--- src/rtl/snoop_pkg.sv ---
package snoop_pkg;
  localparam int ADDR_W = 20;
  localparam int DATA_W = 16;
  localparam int OPC_W  = 11;
  localparam int IDX_W  = 3;
  localparam int TAG_W  = 5;
  localparam logic [TAG_W-1:0] ESC_TAG = 5'b11011;

  typedef enum logic [2:0] {
    ST_IDLE, ST_DUMMY, ST_STWAIT, ST_REQ, ST_READ, ST_WRITE, ST_REL
  } mvState_t;

  // strobes from control to datapath
  typedef struct packed {
    logic latchInst;
    logic latchOper;
    logic capDummy;
    logic setIdx1;
    logic clrIdx;
    logic readWord;
    logic writeWord;
  } mvStrobe_t;

  // decode results from datapath to control
  typedef struct packed {
    logic escNow;
    logic memRefNow;
    logic isStore;
    logic singleWord;
    logic lastWord;
  } mvStatus_t;
endpackage

--- src/rtl/snoop_ctrl.sv ---
module snoop_ctrl
  import snoop_pkg::*;
(
  input  logic      clk,
  input  logic      rstN,
  input  logic      hostValid,
  input  logic      hostFetch,
  input  logic      resultReady,
  input  logic      busGrant,
  input  mvStatus_t stat,
  output mvStrobe_t strb,
  output logic      busReq,
  output logic      busRelease,
  output logic      mstRead,
  output logic      mstWrite,
  output logic      execStart,
  output logic      busy
);
  mvState_t state, nextState;
  logic     execNext;
  logic     fetchSeen, readSeen;

  assign fetchSeen = hostValid && hostFetch;
  assign readSeen  = hostValid && !hostFetch;

  always_comb begin
    strb      = '0;
    nextState = state;
    execNext  = 1'b0;
    unique case (state)
      ST_IDLE: begin
        if (fetchSeen && stat.escNow) begin
          strb.latchInst = 1'b1;
          if (stat.memRefNow) nextState = ST_DUMMY;
          else                execNext  = 1'b1;
        end
      end
      ST_DUMMY: begin
        if (readSeen) begin
          strb.latchOper = 1'b1;
          if (stat.isStore) begin
            strb.clrIdx = 1'b1;
            execNext    = 1'b1;
            nextState   = ST_STWAIT;
          end else begin
            strb.capDummy = 1'b1;
            strb.setIdx1  = 1'b1;
            if (stat.singleWord) begin
              execNext  = 1'b1;
              nextState = ST_IDLE;
            end else begin
              nextState = ST_REQ;
            end
          end
        end
      end
      ST_STWAIT: begin
        if (resultReady) nextState = ST_REQ;
      end
      ST_REQ: begin
        if (busGrant) nextState = stat.isStore ? ST_WRITE : ST_READ;
      end
      ST_READ: begin
        strb.readWord = 1'b1;
        if (stat.lastWord) nextState = ST_REL;
      end
      ST_WRITE: begin
        strb.writeWord = 1'b1;
        if (stat.lastWord) nextState = ST_REL;
      end
      ST_REL: begin
        execNext  = !stat.isStore;
        nextState = ST_IDLE;
      end
      default: nextState = ST_IDLE;
    endcase
  end

  always_ff @(posedge clk) begin
    if (!rstN) begin
      state     <= ST_IDLE;
      execStart <= 1'b0;
    end else begin
      state     <= nextState;
      execStart <= execNext;
    end
  end

  assign busReq     = (state == ST_REQ);
  assign mstRead    = (state == ST_READ);
  assign mstWrite   = (state == ST_WRITE);
  assign busRelease = (state == ST_REL);
  assign busy       = (state != ST_IDLE);
endmodule

--- src/rtl/snoop_dp.sv ---
module snoop_dp
  import snoop_pkg::*;
#(
  parameter int AW = ADDR_W,
  parameter int DW = DATA_W,
  parameter int OW = OPC_W,
  parameter int IW = IDX_W
) (
  input  logic          clk,
  input  logic          rstN,
  input  logic [AW-1:0] hostAddr,
  input  logic [DW-1:0] hostData,
  input  logic [DW-1:0] mstRData,
  input  logic [DW-1:0] resultWord,
  input  mvStrobe_t     strb,
  output mvStatus_t     stat,
  output logic [AW-1:0] instPtr,
  output logic [AW-1:0] operPtr,
  output logic [OW-1:0] opcodeOut,
  output logic [AW-1:0] mstAddr,
  output logic [DW-1:0] mstWData,
  output logic [IW-1:0] wordIdx,
  output logic          ldValid,
  output logic [IW-1:0] ldIdx,
  output logic [DW-1:0] ldData
);
  localparam int BYTE_SHIFT = $clog2(DW / 8);
  localparam int TYPE_HI    = OW - 1;
  localparam int MODE_HI    = OW - 4;
  localparam int STORE_BIT  = OW - 6;

  logic [IW-1:0] idx;
  logic [IW-1:0] wordCnt;
  logic [2:0]    typeCode;

  // operand length table
  assign typeCode = opcodeOut[TYPE_HI -: 3];
  always_comb begin
    unique case (typeCode)
      3'b000:         wordCnt = IW'(1);
      3'b001, 3'b010: wordCnt = IW'(2);
      3'b011, 3'b100: wordCnt = IW'(4);
      3'b101, 3'b110: wordCnt = IW'(5);
      default:        wordCnt = IW'(1);
    endcase
  end

  assign stat.escNow     = (hostData[DW-1 -: TAG_W] == ESC_TAG);
  assign stat.memRefNow  = (hostData[MODE_HI -: 2] != 2'b11);
  assign stat.isStore    = opcodeOut[STORE_BIT];
  assign stat.singleWord = (wordCnt == IW'(1));
  assign stat.lastWord   = (idx == wordCnt - IW'(1));

  always_ff @(posedge clk) begin
    if (!rstN) begin
      instPtr   <= '0;
      operPtr   <= '0;
      opcodeOut <= '0;
      idx       <= '0;
      ldValid   <= 1'b0;
      ldIdx     <= '0;
      ldData    <= '0;
    end else begin
      if (strb.latchInst) begin
        instPtr   <= hostAddr;
        opcodeOut <= hostData[OW-1:0];
      end
      if (strb.latchOper) operPtr <= hostAddr;
      if (strb.clrIdx)                         idx <= '0;
      else if (strb.setIdx1)                   idx <= IW'(1);
      else if (strb.readWord || strb.writeWord) idx <= idx + IW'(1);
      ldValid <= strb.capDummy || strb.readWord;
      if (strb.capDummy) begin
        ldIdx  <= '0;
        ldData <= hostData;
      end else if (strb.readWord) begin
        ldIdx  <= idx;
        ldData <= mstRData;
      end
    end
  end

  assign mstAddr  = operPtr + (AW'(idx) << BYTE_SHIFT);
  assign mstWData = strb.writeWord ? resultWord : '0;
  assign wordIdx  = idx;
endmodule

--- src/rtl/snoop_mover.sv ---
module snoop_mover
  import snoop_pkg::*;
(
  input  logic              clk,
  input  logic              rstN,
  input  logic              hostValid,
  input  logic              hostFetch,
  input  logic [ADDR_W-1:0] hostAddr,
  input  logic [DATA_W-1:0] hostData,
  input  logic              resultReady,
  input  logic [DATA_W-1:0] resultWord,
  input  logic              busGrant,
  input  logic [DATA_W-1:0] mstRData,
  output logic              busReq,
  output logic              busRelease,
  output logic              mstRead,
  output logic              mstWrite,
  output logic [ADDR_W-1:0] mstAddr,
  output logic [DATA_W-1:0] mstWData,
  output logic [IDX_W-1:0]  wordIdx,
  output logic              ldValid,
  output logic [IDX_W-1:0]  ldIdx,
  output logic [DATA_W-1:0] ldData,
  output logic              execStart,
  output logic              busy,
  output logic [ADDR_W-1:0] instPtr,
  output logic [ADDR_W-1:0] operPtr,
  output logic [OPC_W-1:0]  opcodeOut
);
  mvStrobe_t strb;
  mvStatus_t stat;

  snoop_ctrl i_ctrl (
    .clk(clk), .rstN(rstN), .hostValid(hostValid), .hostFetch(hostFetch),
    .resultReady(resultReady), .busGrant(busGrant), .stat(stat), .strb(strb),
    .busReq(busReq), .busRelease(busRelease), .mstRead(mstRead),
    .mstWrite(mstWrite), .execStart(execStart), .busy(busy)
  );

  snoop_dp #(.AW(ADDR_W), .DW(DATA_W), .OW(OPC_W), .IW(IDX_W)) i_dp (
    .clk(clk), .rstN(rstN), .hostAddr(hostAddr), .hostData(hostData),
    .mstRData(mstRData), .resultWord(resultWord), .strb(strb), .stat(stat),
    .instPtr(instPtr), .operPtr(operPtr), .opcodeOut(opcodeOut),
    .mstAddr(mstAddr), .mstWData(mstWData), .wordIdx(wordIdx),
    .ldValid(ldValid), .ldIdx(ldIdx), .ldData(ldData)
  );
endmodule

--- config.mk ---
export PLATFORM = sky130hd
export DESIGN_NAME = snoop_mover
export DESIGN_NICKNAME = d
export VERILOG_FILES = /design/src/rtl/snoop_pkg.sv /design/src/rtl/snoop_ctrl.sv /design/src/rtl/snoop_dp.sv /design/src/rtl/snoop_mover.sv
export SDC_FILE = /design/constraint.sdc
export NUM_CORES = 1
export LEC_CHECK = 0
export ABC_AREA = 1
export BUFFER_PORTS_ARGS = -buffer_cell sky130_fd_sc_hd__buf_4
export CAP_MARGIN = 20
export CORE_ASPECT_RATIO = 2
export CORE_UTILIZATION = 45
export CTS_BUF_LIST = sky130_fd_sc_hd__clkbuf_8
export DETAILED_ROUTE_END_ITERATION = 10
export MAX_ROUTING_LAYER = met4
export PLACE_DENSITY = 0.79
export SETUP_SLACK_MARGIN = 0.15
export SLEW_MARGIN = 20
export SYNTH_ARGS = -nofsm -noshare
export SYNTH_HDL_FRONTEND = slang
export SYNTH_SLANG_ARGS = --single-unit
--- constraint.sdc ---
create_clock -name clk -period 2.85 [get_ports clk]
set_clock_uncertainty 0.15 [all_clocks]
set_input_delay 0.285 -clock clk [delete_from_list [all_inputs] [get_ports clk]]
set_output_delay 0.285 -clock clk [all_outputs]
set_load 0.02 [all_outputs]
==> results of run 1 <==
[power groups by stage]
| stage | clock network, mW | registers (mW) | logic [mW] |
|---|---|---|---|
| after CTS | 0.810 | 1.25 | 0.760 |
| final | 0.792 | 1.26 | 0.768 |
| after global routing | 0.851 | 1.26 | 0.831 |
| after global placement | 0 | 1.27 | 0.733 |
| after detailed placement | 0 | 1.27 | 0.750 |
| after floorplan | 0 | 1.35 | 0.339 |
[stage by stage]
step	setup TNS (ns)	cells
after global placement	0	806
after floorplan	0	537
after detailed placement	0	806
final	0	834
after CTS	0	831
after global routing	-0.000760	834
[cell type report]
class | instances | area, um2 | share of cell area (%)
multi-input combinational | 374 | 1950 | 34.5
timing repair buffer | 209 | 1590 | 28.2
sequential | 78 | 1570 | 27.8
inverter | 62 | 238 | 4.22
clock buffer | 10 | 138 | 2.44
tap | 98 | 123 | 2.17
clock inverter | 3 | 38.8 | 0.688
[cells by family (layout without fill, tap and decap cells)]
family | after synthesis | count (layout) | synth area share, %
and+or+nand+nor | 219 | 219 | 24.9
AOI/OAI and AO/OA | 130 | 130 | 17.7
buffers and inverters | 85 | 284 | 9.50
DFF | 78 | 78 | 41.3
xor gates and xnor gates | 19 | 19 | 4.40
adders and majority gates | 6 | 6 | 2.19
[cells in the mapped netlist, types with 2 or more instances]
master / n
nand2_1: 119
dfxtp_1: 78
a21oi_1: 65
nor2_1: 56
inv_1: 55
o21ai_0: 49
nand3_1: 19
xor2_1: 17
clkbuf_1: 11
o21ai_1: 10
nor3_1: 8
buf_2: 6
inv_2: 6
ha_1: 5
a211oi_1: 3
buf_6: 3
nand4_1: 3
nor4_1: 3
buf_4: 2
nand3_2: 2
nor2_4: 2
xnor2_1: 2
[final timing paths]
path / slack [ns] / cells past startpoint / to / from
max: 0.13 / 8 / mstAddr[19] / i_dp.operPtr[7]
min: 0.04 / 3 / i_dp.instPtr[14] / hostAddr[14]
max reg2reg: 0.75 / 14 / i_ctrl.state[1] / i_dp.opcodeOut[8]
min reg2reg: 0.32 / 2 / i_dp.instPtr[10] / i_dp.instPtr[10]
[sequential cells by signal, summed over array words and instances (netlist names)]
register / flops
i_ctrl.state: 3
i_dp.wordIdx: 3
i_ctrl.execStart: 1
i_dp.ldValid: 1
i_dp.operPtr: 20
i_dp.ldIdx: 3
i_dp.ldData: 16
i_dp.instPtr: 20
i_dp.opcodeOut: 11
[cell usage in the layout (no fill, tap or decap), types with 17 or more instances in the layout]
cell	count
o21ai_0	49
nor2_1	54
dfxtp_1	75
xor2_1	17
a21oi_1	64
nand2_1	116
nand3_1	18
buf_4	204
inv_1	54
[routing by layer]
| layer | vias to the layer above | track usage [%] | share of wire, % |
|---|---|---|---|
| met5 | - | - | 0 |
| met4 | 0 | 19.4 | 3.9 |
| met3 | 40 | 7.38 | 5.4 |
| met2 | 201 | 52.6 | 56 |
| met1 | 2035 | 28.1 | 35 |
| li1 | 2112 | - | - |
[worst max-delay path: cells and delay by family, from the launching register on]
family	cells	cell delay (ns)
buffers and inverters	2	0.40
xor gates and xnor gates	1	0.16
DFF	1	0.45
and+or+nand+nor	5	0.90
[repair_timing]
| action | in CTS | in global routing |
|---|---|---|
| setup buffers | 12 | 3 |
| pin swaps | 6 | 7 |
| resized for setup | 14 | 16 |
| endpoints found under the setup margin | 6 | 10 |
==> results.toml, run 1 <==
[die]
die_x_um = 66.8
initial_core_util_pct = 45.9
ioPinCount = 190
design.core.area_um2 = 8230
die_y_um = 132
rows = 47
dieArea_um2 = 8790

[detailed_routing]
drc = 0
drt_iter0_drc = 284
drt-total-wl_mm = 13.0
vias = 4388
dr.pass1.iters = 5
routed_via_density = 5.26
ant_nets = 0
wl_per_cell_um = 15.6

[setup_path]
worst-setup-path-type = "reg2out"
slowest_stage = "dfxtp_1"
endpoint_kind = "output pin"
path_max_fanout = 5
critPathLaunchType = "register"
cp_cell_sequence = "nand2_1, nor3_1, inv_1, nor2_1, nand3_4, nand2_2, xor2_1, buf_4"
crit_required_ns = 2.41
cp.arrival_ns = 2.28
slowest_delay_ns = 0.45

[pwr]
power_frac_comb_pct = 27.3
cellPowerDensity_nw_per_um2 = 499
p_leak_nw = 2.72
p_clk_share_pct = 28.1
net-switching-power_mw = 0.913
p_int_mw = 1.90
swShare_pct = 32.4
peakVddDrop_mv = 0.334
pwr-share-seq_pct = 44.6
power_mw = 2.82

[worst_hold_path]
hold_path_class = "in2reg"

[sta]
tightestPinTransition_ns = 1.13
rsz0062_at_grt = "yes"
fin_ws_ns = 0.130
whs_ns = 0.0354
fmax_mhz = 368
period_minus_slack_ns = 2.72
min_period_over_period_pct = 95.4
finalSetupViolations = 0
slew_headroom_pct = 24.3
maxSlewViolCount = 0
hold_violations = 0

[synth]
ys_ff_latch = 78
synth_top_area_cell = "dfxtp_1"
ys.flop_type = "dfxtp_1"
netlist_area_um2 = 3780
synth_cell_types = 35
avgSynthCellArea_um2 = 7.04
async_flop_share_pct = 0
syn-num-nets = 617
synth.top_cell.area_share_pct = 41.3
synth.area.top_cells = "dfxtp_1, nand2_1, a21oi_1"
syn_inst = 537
yosysWarnings = 0
synth_edf_count = 0
synth_seq_area_share_pct = 41.3

[finish]
nNetsFinal = 814
nFillCells = 710
final_area_um2 = 5640
drive_gt1_share_pct = 34.5
syn2layout_area_growth_pct = 49.2
antenna_cells = 0
fin_util_pct = 68.5

[run_status]
outcome = "complete, no violations"

[grt]
antenna_found_initial = 0
grt_first_pass_wirelength_mm = 19.6
grt_pass1_vias = 4257
grt_max_degree = 45
track_usage_pct = 30.3
gr-total-overflow = 0

[clocking]
path_clk_slew_ns = 0.08
cts_made_buffers = 9
clk-insertion-delay-late_ns = 0.35
clock-root-buffer = "clkbuf_8"
htreeDepth = 3
clk_path_buf_depth = 2
cts.sink_count = 78
cts.hold.buffers_added = 0
cts_tree = "yes"

[place]
gp_congestion = 0.949
numPortBuffers = 189
pre_cts_ws_ns = 0.201
dp_hpwl_mm = 9.19
dpl_cell_area_um2 = 5230

[flow_run]
cap_violations = 0
No activity file was read; power rests on OpenSTA's default activity.
==> run 2: changes to the inputs <==
--- a/config.mk
+++ b/config.mk
@@ -8,12 +8,14 @@
 export ABC_AREA = 1
 export BUFFER_PORTS_ARGS = -buffer_cell sky130_fd_sc_hd__buf_4
 export CAP_MARGIN = 20
+export CELL_PAD_IN_SITES_DETAIL_PLACEMENT = 0
+export CELL_PAD_IN_SITES_GLOBAL_PLACEMENT = 2
 export CORE_ASPECT_RATIO = 2
-export CORE_UTILIZATION = 45
+export CORE_UTILIZATION = 24
 export CTS_BUF_LIST = sky130_fd_sc_hd__clkbuf_8
 export DETAILED_ROUTE_END_ITERATION = 10
 export MAX_ROUTING_LAYER = met4
-export PLACE_DENSITY = 0.79
+export PLACE_DENSITY_LB_ADDON = 0.1
 export SETUP_SLACK_MARGIN = 0.15
 export SLEW_MARGIN = 20
 export SYNTH_ARGS = -nofsm -noshare
==> constraint.sdc (replaced) <==
create_clock -name clk -period 2.85 [get_ports clk]
set_clock_uncertainty 0.15 [all_clocks]
set_input_delay 0.57 -clock clk [delete_from_list [all_inputs] [get_ports clk]]
set_output_delay 0.57 -clock clk [all_outputs]
set_load 0.02 [all_outputs]
==> results.toml, run 2 (synthesized netlist as in run 1, its figures left out) <==
[grt]
track_usage_pct = 18.9
met3_usage_pct = 2.96
grt_pass1_vias = 4209
top_usage_layer = "met2"
grt_max_degree = 45
use_met2_pct = 37.2
gr-total-overflow = 0
antenna_found_initial = 0
grt_first_pass_wirelength_mm = 23.1
grt_use_met1_pct = 18.3

[setup_path]
path_max_fanout = 3
worst-setup-path-type = "reg2out"
cp_cell_sequence = "ha_4, inv_2, fa_2, inv_2, nand2_2, a21oi_2, nand2_2, buf_4, nor2_4, nand2_2, xor2_2, buf_4"
slowest_delay_ns = 0.40
cp.arrival_ns = 2.29
crit_top_cell = "nand2_2"
endpoint_kind = "output pin"
crit_required_ns = 2.13
slowest_stage = "fa_2"
critPathLaunchType = "register"

[clocking]
cts_made_buffers = 9
clk-insertion-delay-late_ns = 0.35
cts_tree = "yes"
cts.sink_count = 78
clock-root-buffer = "clkbuf_8"
htreeDepth = 3
path_clk_slew_ns = 0.08
cts.hold.buffers_added = 0
clk_path_buf_depth = 2

[detailed_routing]
drt_iter0_drc = 164
ant_nets = 0
dr.pass1.iters = 4
routed_via_density = 4.47
drt-total-wl_mm = 14.9
wl_per_cell_um = 15.7
drc = 0
vias = 4242

[sta]
finalSetupViolations = 6
slew_headroom_pct = 65.6
hold_violations = 0
tightestPinTransition_ns = 0.516
fin_ws_ns = -0.162
fmax_mhz = 332
whs_ns = 0.316
period_minus_slack_ns = 3.01
setup_tns_ns = -0.778
min_period_over_period_pct = 106
rsz0062_at_grt = "yes"
maxSlewViolCount = 0

[finish]
layout_commonest_cell = "buf_4"
nNetsFinal = 827
mostFrequentLayoutCells = "buf_4, nand2_1, dfxtp_1"
syn2layout_area_growth_pct = 58.3
fin_util_pct = 38.9
fin_cells = 949
top_regs = "i_dp.instPtr x20, i_dp.operPtr x20, i_dp.ldData x16"
antenna_cells = 0
drive_gt1_share_pct = 37.9

[die]
die_y_um = 179
dieArea_um2 = 16300
design.core.area_um2 = 15400
die_x_um = 90.7
rows = 64
ioPinCount = 190
initial_core_util_pct = 24.6

[run_status]
violations = "negative setup slack"
outcome = "finished with violations"

[pwr]
cellPowerDensity_nw_per_um2 = 499
power_mw = 2.99
p_leak_nw = 2.84
peakVddDrop_mv = 0.331

[worst_hold_path]
hold_path_class = "reg2reg"

[place]
gp_congestion = 0.828
placedCellCount = 915
numPortBuffers = 189
dp_hpwl_mm = 11.5

[flow_run]
cap_violations = 0
-- run 2: timing repair --
item	in CTS	in global routing
pin swaps	9	8
setup buffers	10	9
resized for setup	13	22
setup endpoints to repair	11	31
-- run 2: area by class of cell --
cell class | instances | area, um2
fillers | 1679 | 9390
multi-input cells | 374 | 2030
repair buffers | 222 | 1690
flip-flops and latches | 78 | 1570
well taps | 198 | 248
inverters | 62 | 235
clock buffers | 9 | 124
clock inverters | 6 | 86.3
-- run 2: critical path, delay by kind of cell (launching register included) --
family,cells,cell delay (ns)
XOR/XNOR,1,0.13
buffers and inverters,4,0.44
AND/OR/NAND/NOR,4,0.33
flip-flops,1,0.36
adder cells (fa/ha/maj),2,0.53
AO/OA/AOI/OAI,1,0.15
-- run 2: routing by layer --
layer | share of wire [%] | routed length [um]
met1 | 35 | 5260
met2 | 59 | 8800
met3 | 3.9 | 587
met4 | 1.6 | 244
met5 | 0 | 0
-- run 2: final timing paths --
path | from | slack [ns] | end | cells after the start
worst max-delay path | i_dp.operPtr[1] | -0.16 | mstAddr[13] | 12
worst min-delay path | i_dp.ldIdx[1] | 0.32 | i_dp.ldIdx[1] | 2
worst max register to register | i_dp.opcodeOut[8] | 0.76 | i_ctrl.state[0] | 14
worst min register to register | i_dp.ldIdx[1] | 0.32 | i_dp.ldIdx[1] | 2
-- run 2: stage by stage --
| step | setup WS, ns | cell area, um2 |
|---|---|---|
| detailed placement | 0.0412 | 5470 |
| finish | -0.162 | 5980 |
| CTS | -0.133 | 5820 |
| global route | -0.296 | 5980 |
| global placement | 0.106 | 5470 |
| floorplan | 0.168 | 3820 |
-- run 2: power by group --
part,total [mW],internal [mW],switching (mW)
registers,1.25,1.17,0.0805
logic,0.811,0.343,0.468
clock network,0.924,0.490,0.434
==> run 3: changes to the inputs <==
--- a/config.mk
+++ b/config.mk
@@ -16,7 +16,7 @@
 export DETAILED_ROUTE_END_ITERATION = 10
 export MAX_ROUTING_LAYER = met4
 export PLACE_DENSITY_LB_ADDON = 0.1
-export SETUP_SLACK_MARGIN = 0.15
+export SETUP_SLACK_MARGIN = 0.05
 export SLEW_MARGIN = 20
 export SYNTH_ARGS = -nofsm -noshare
 export SYNTH_HDL_FRONTEND = slang
==> results.toml, run 3 (synthesized netlist as in run 1, its figures left out) <==
[sta]
rsz0062_at_grt = "yes"
hold_violations = 0
fmax_mhz = 336
fin_ws_ns = -0.129
tightestPinTransition_ns = 0.572
maxSlewViolCount = 0
min_period_over_period_pct = 105
period_minus_slack_ns = 2.98
whs_ns = 0.311
finalSetupViolations = 5
slew_headroom_pct = 61.9

[grt]
grt_pass1_vias = 4392
grt_max_degree = 46
antenna_found_initial = 0
gr-total-overflow = 0
grt_first_pass_wirelength_mm = 23.3
track_usage_pct = 19.2

[finish]
antenna_cells = 0
syn2layout_area_growth_pct = 55.6
top_regs = "i_dp.instPtr x20, i_dp.operPtr x20, i_dp.ldData x16"
nNetsFinal = 819
final_area_um2 = 5880
nFillCells = 1693
layout_commonest_cell = "buf_4"
drive_gt1_share_pct = 37.4
mostFrequentLayoutCells = "buf_4, nand2_1, dfxtp_1"

[place]
dp_hpwl_mm = 11.4
gp_congestion = 0.814
dpl_cell_area_um2 = 5500
numPortBuffers = 189

[worst_hold_path]
hold-path-cell-count = 3
hold_path_class = "in2reg"
worstHoldStart = "hostData[2]"
min_to = "i_dp.opcodeOut[2]"

[clocking]
cts_made_buffers = 9
clk_path_buf_depth = 2
htreeDepth = 3
path_clk_slew_ns = 0.10
cts_tree = "yes"
clk-insertion-delay-late_ns = 0.36
cts.hold.buffers_added = 0
clock-root-buffer = "clkbuf_8"
cts.sink_count = 78

[detailed_routing]
drc = 0
ant_nets = 0
drt-total-wl_mm = 14.8
routed_via_density = 4.51
wl_per_cell_um = 15.7
drt_iter0_drc = 122
vias = 4244
dr.pass1.iters = 4

[pwr]
p_leak_nw = 2.76
cellPowerDensity_nw_per_um2 = 515
power_mw = 3.02
peakVddDrop_mv = 0.224

[die]
initial_core_util_pct = 24.6
die_y_um = 179
ioPinCount = 190
design.core.area_um2 = 15400
die_x_um = 90.7
dieArea_um2 = 16300
rows = 64

[setup_path]
critPathLaunchType = "register"
worst-setup-path-type = "reg2out"
endpoint_kind = "output pin"
cp.arrival_ns = 2.26
path_max_fanout = 3
slowest_stage = "dfxtp_4"
cp_cell_sequence = "ha_4, inv_2, fa_2, inv_2, nand2_2, a21oi_2, nand2_2, nor3_4, buf_4, xor2_1, buf_4"
worstReg2RegEnd = "i_ctrl.state[1]"
slowest_delay_ns = 0.37
crit_required_ns = 2.13
rrSetupSlack_ns = 0.79
worstRegToRegCells = 14
timing.rr.start = "i_dp.opcodeOut[9]"

[run_status]
outcome = "finished with violations"
violations = "negative setup slack"

[flow_run]
cap_violations = 0
-- run 3: cell count changes in the layout (fill, tap and decap cells not counted), moves of 2 or more --
cell | before | now
nand3_1 | 15 | 17
nor2_2 | 2 | 4
buf_4 | 217 | 212
inv_1 | 53 | 51
buf_6 | 5 | 2
-- run 3: worst max path at each step --
stage                          startpoint          end  slack, ns  cells after the start
final                     i_dp.wordIdx[0]  mstAddr[15]      -0.13                     11
after CTS                 i_dp.wordIdx[0]  mstAddr[15]      -0.27                     11
after global routing      i_dp.wordIdx[0]  mstAddr[15]      -0.24                     11
after detailed placement  i_dp.wordIdx[0]  mstAddr[17]      -0.04                     11
after floorplan           i_dp.operPtr[1]  mstAddr[17]       0.07                     10
after global placement    i_dp.wordIdx[0]  mstAddr[17]      0.009                     11
-- run 3: power breakdown --
group          total [mW]  switching [mW]  internal, mW  leakage, nW
Combinational       0.788           0.458         0.330         2.01
Sequential           1.25          0.0827          1.17        0.633
Clock               0.983           0.475         0.507        0.112
-- run 3: cell type report --
| cell class | count | area (um2) | area share (%) |
|---|---|---|---|
| clock buffers | 9 | 124 | 2.11 |
| clock inverters | 7 | 105 | 1.79 |
| inverters | 62 | 239 | 4.07 |
| multi-input cells | 374 | 1980 | 33.7 |
| flip-flops and latches | 78 | 1570 | 26.7 |
| well taps | 198 | 248 | 4.21 |
| repair buffers | 214 | 1610 | 27.5 |
-- run 3: metal layers --
| metal | global-route usage, % | share of wire [%] | vias to the layer above |
|---|---|---|---|
| met1 | 18.5 | 36 | 1952 |
| met4 | 6.45 | 1.9 | 0 |
| li1 | - | - | 2128 |
| met5 | - | 0 | - |
| met3 | 3.09 | 4.4 | 24 |
| met2 | 37.5 | 58 | 140 |
-- run 3: repair_timing --
item,in CTS,in global routing
setup buffers,5,5
pin swaps,8,7
endpoints found under the setup margin,9,29
gates resized for setup,18,14
-- run 3: metrics by stage --
stage / TNS [ns] / util (%) / worst slack, ns / cells
after global routing: -1.14 / 38.2 / -0.244 / 942
after detailed placement: -0.0376 / 35.8 / -0.0376 / 922
after floorplan: 0 / - / 0.0686 / 537
final: -0.447 / 38.2 / -0.129 / 942
after CTS: -1.25 / 38.0 / -0.273 / 943
after global placement: 0 / 35.8 / 0.00885 / 922
-- run 3: critical path: cells and delay by family (launching register included) --
kind | cells | cell delay [ns]
buf+inv | 4 | 0.41
xor+xnor | 1 | 0.14
compound gates | 1 | 0.15
flops | 1 | 0.37
fa+ha+maj | 2 | 0.48
simple gates | 3 | 0.35
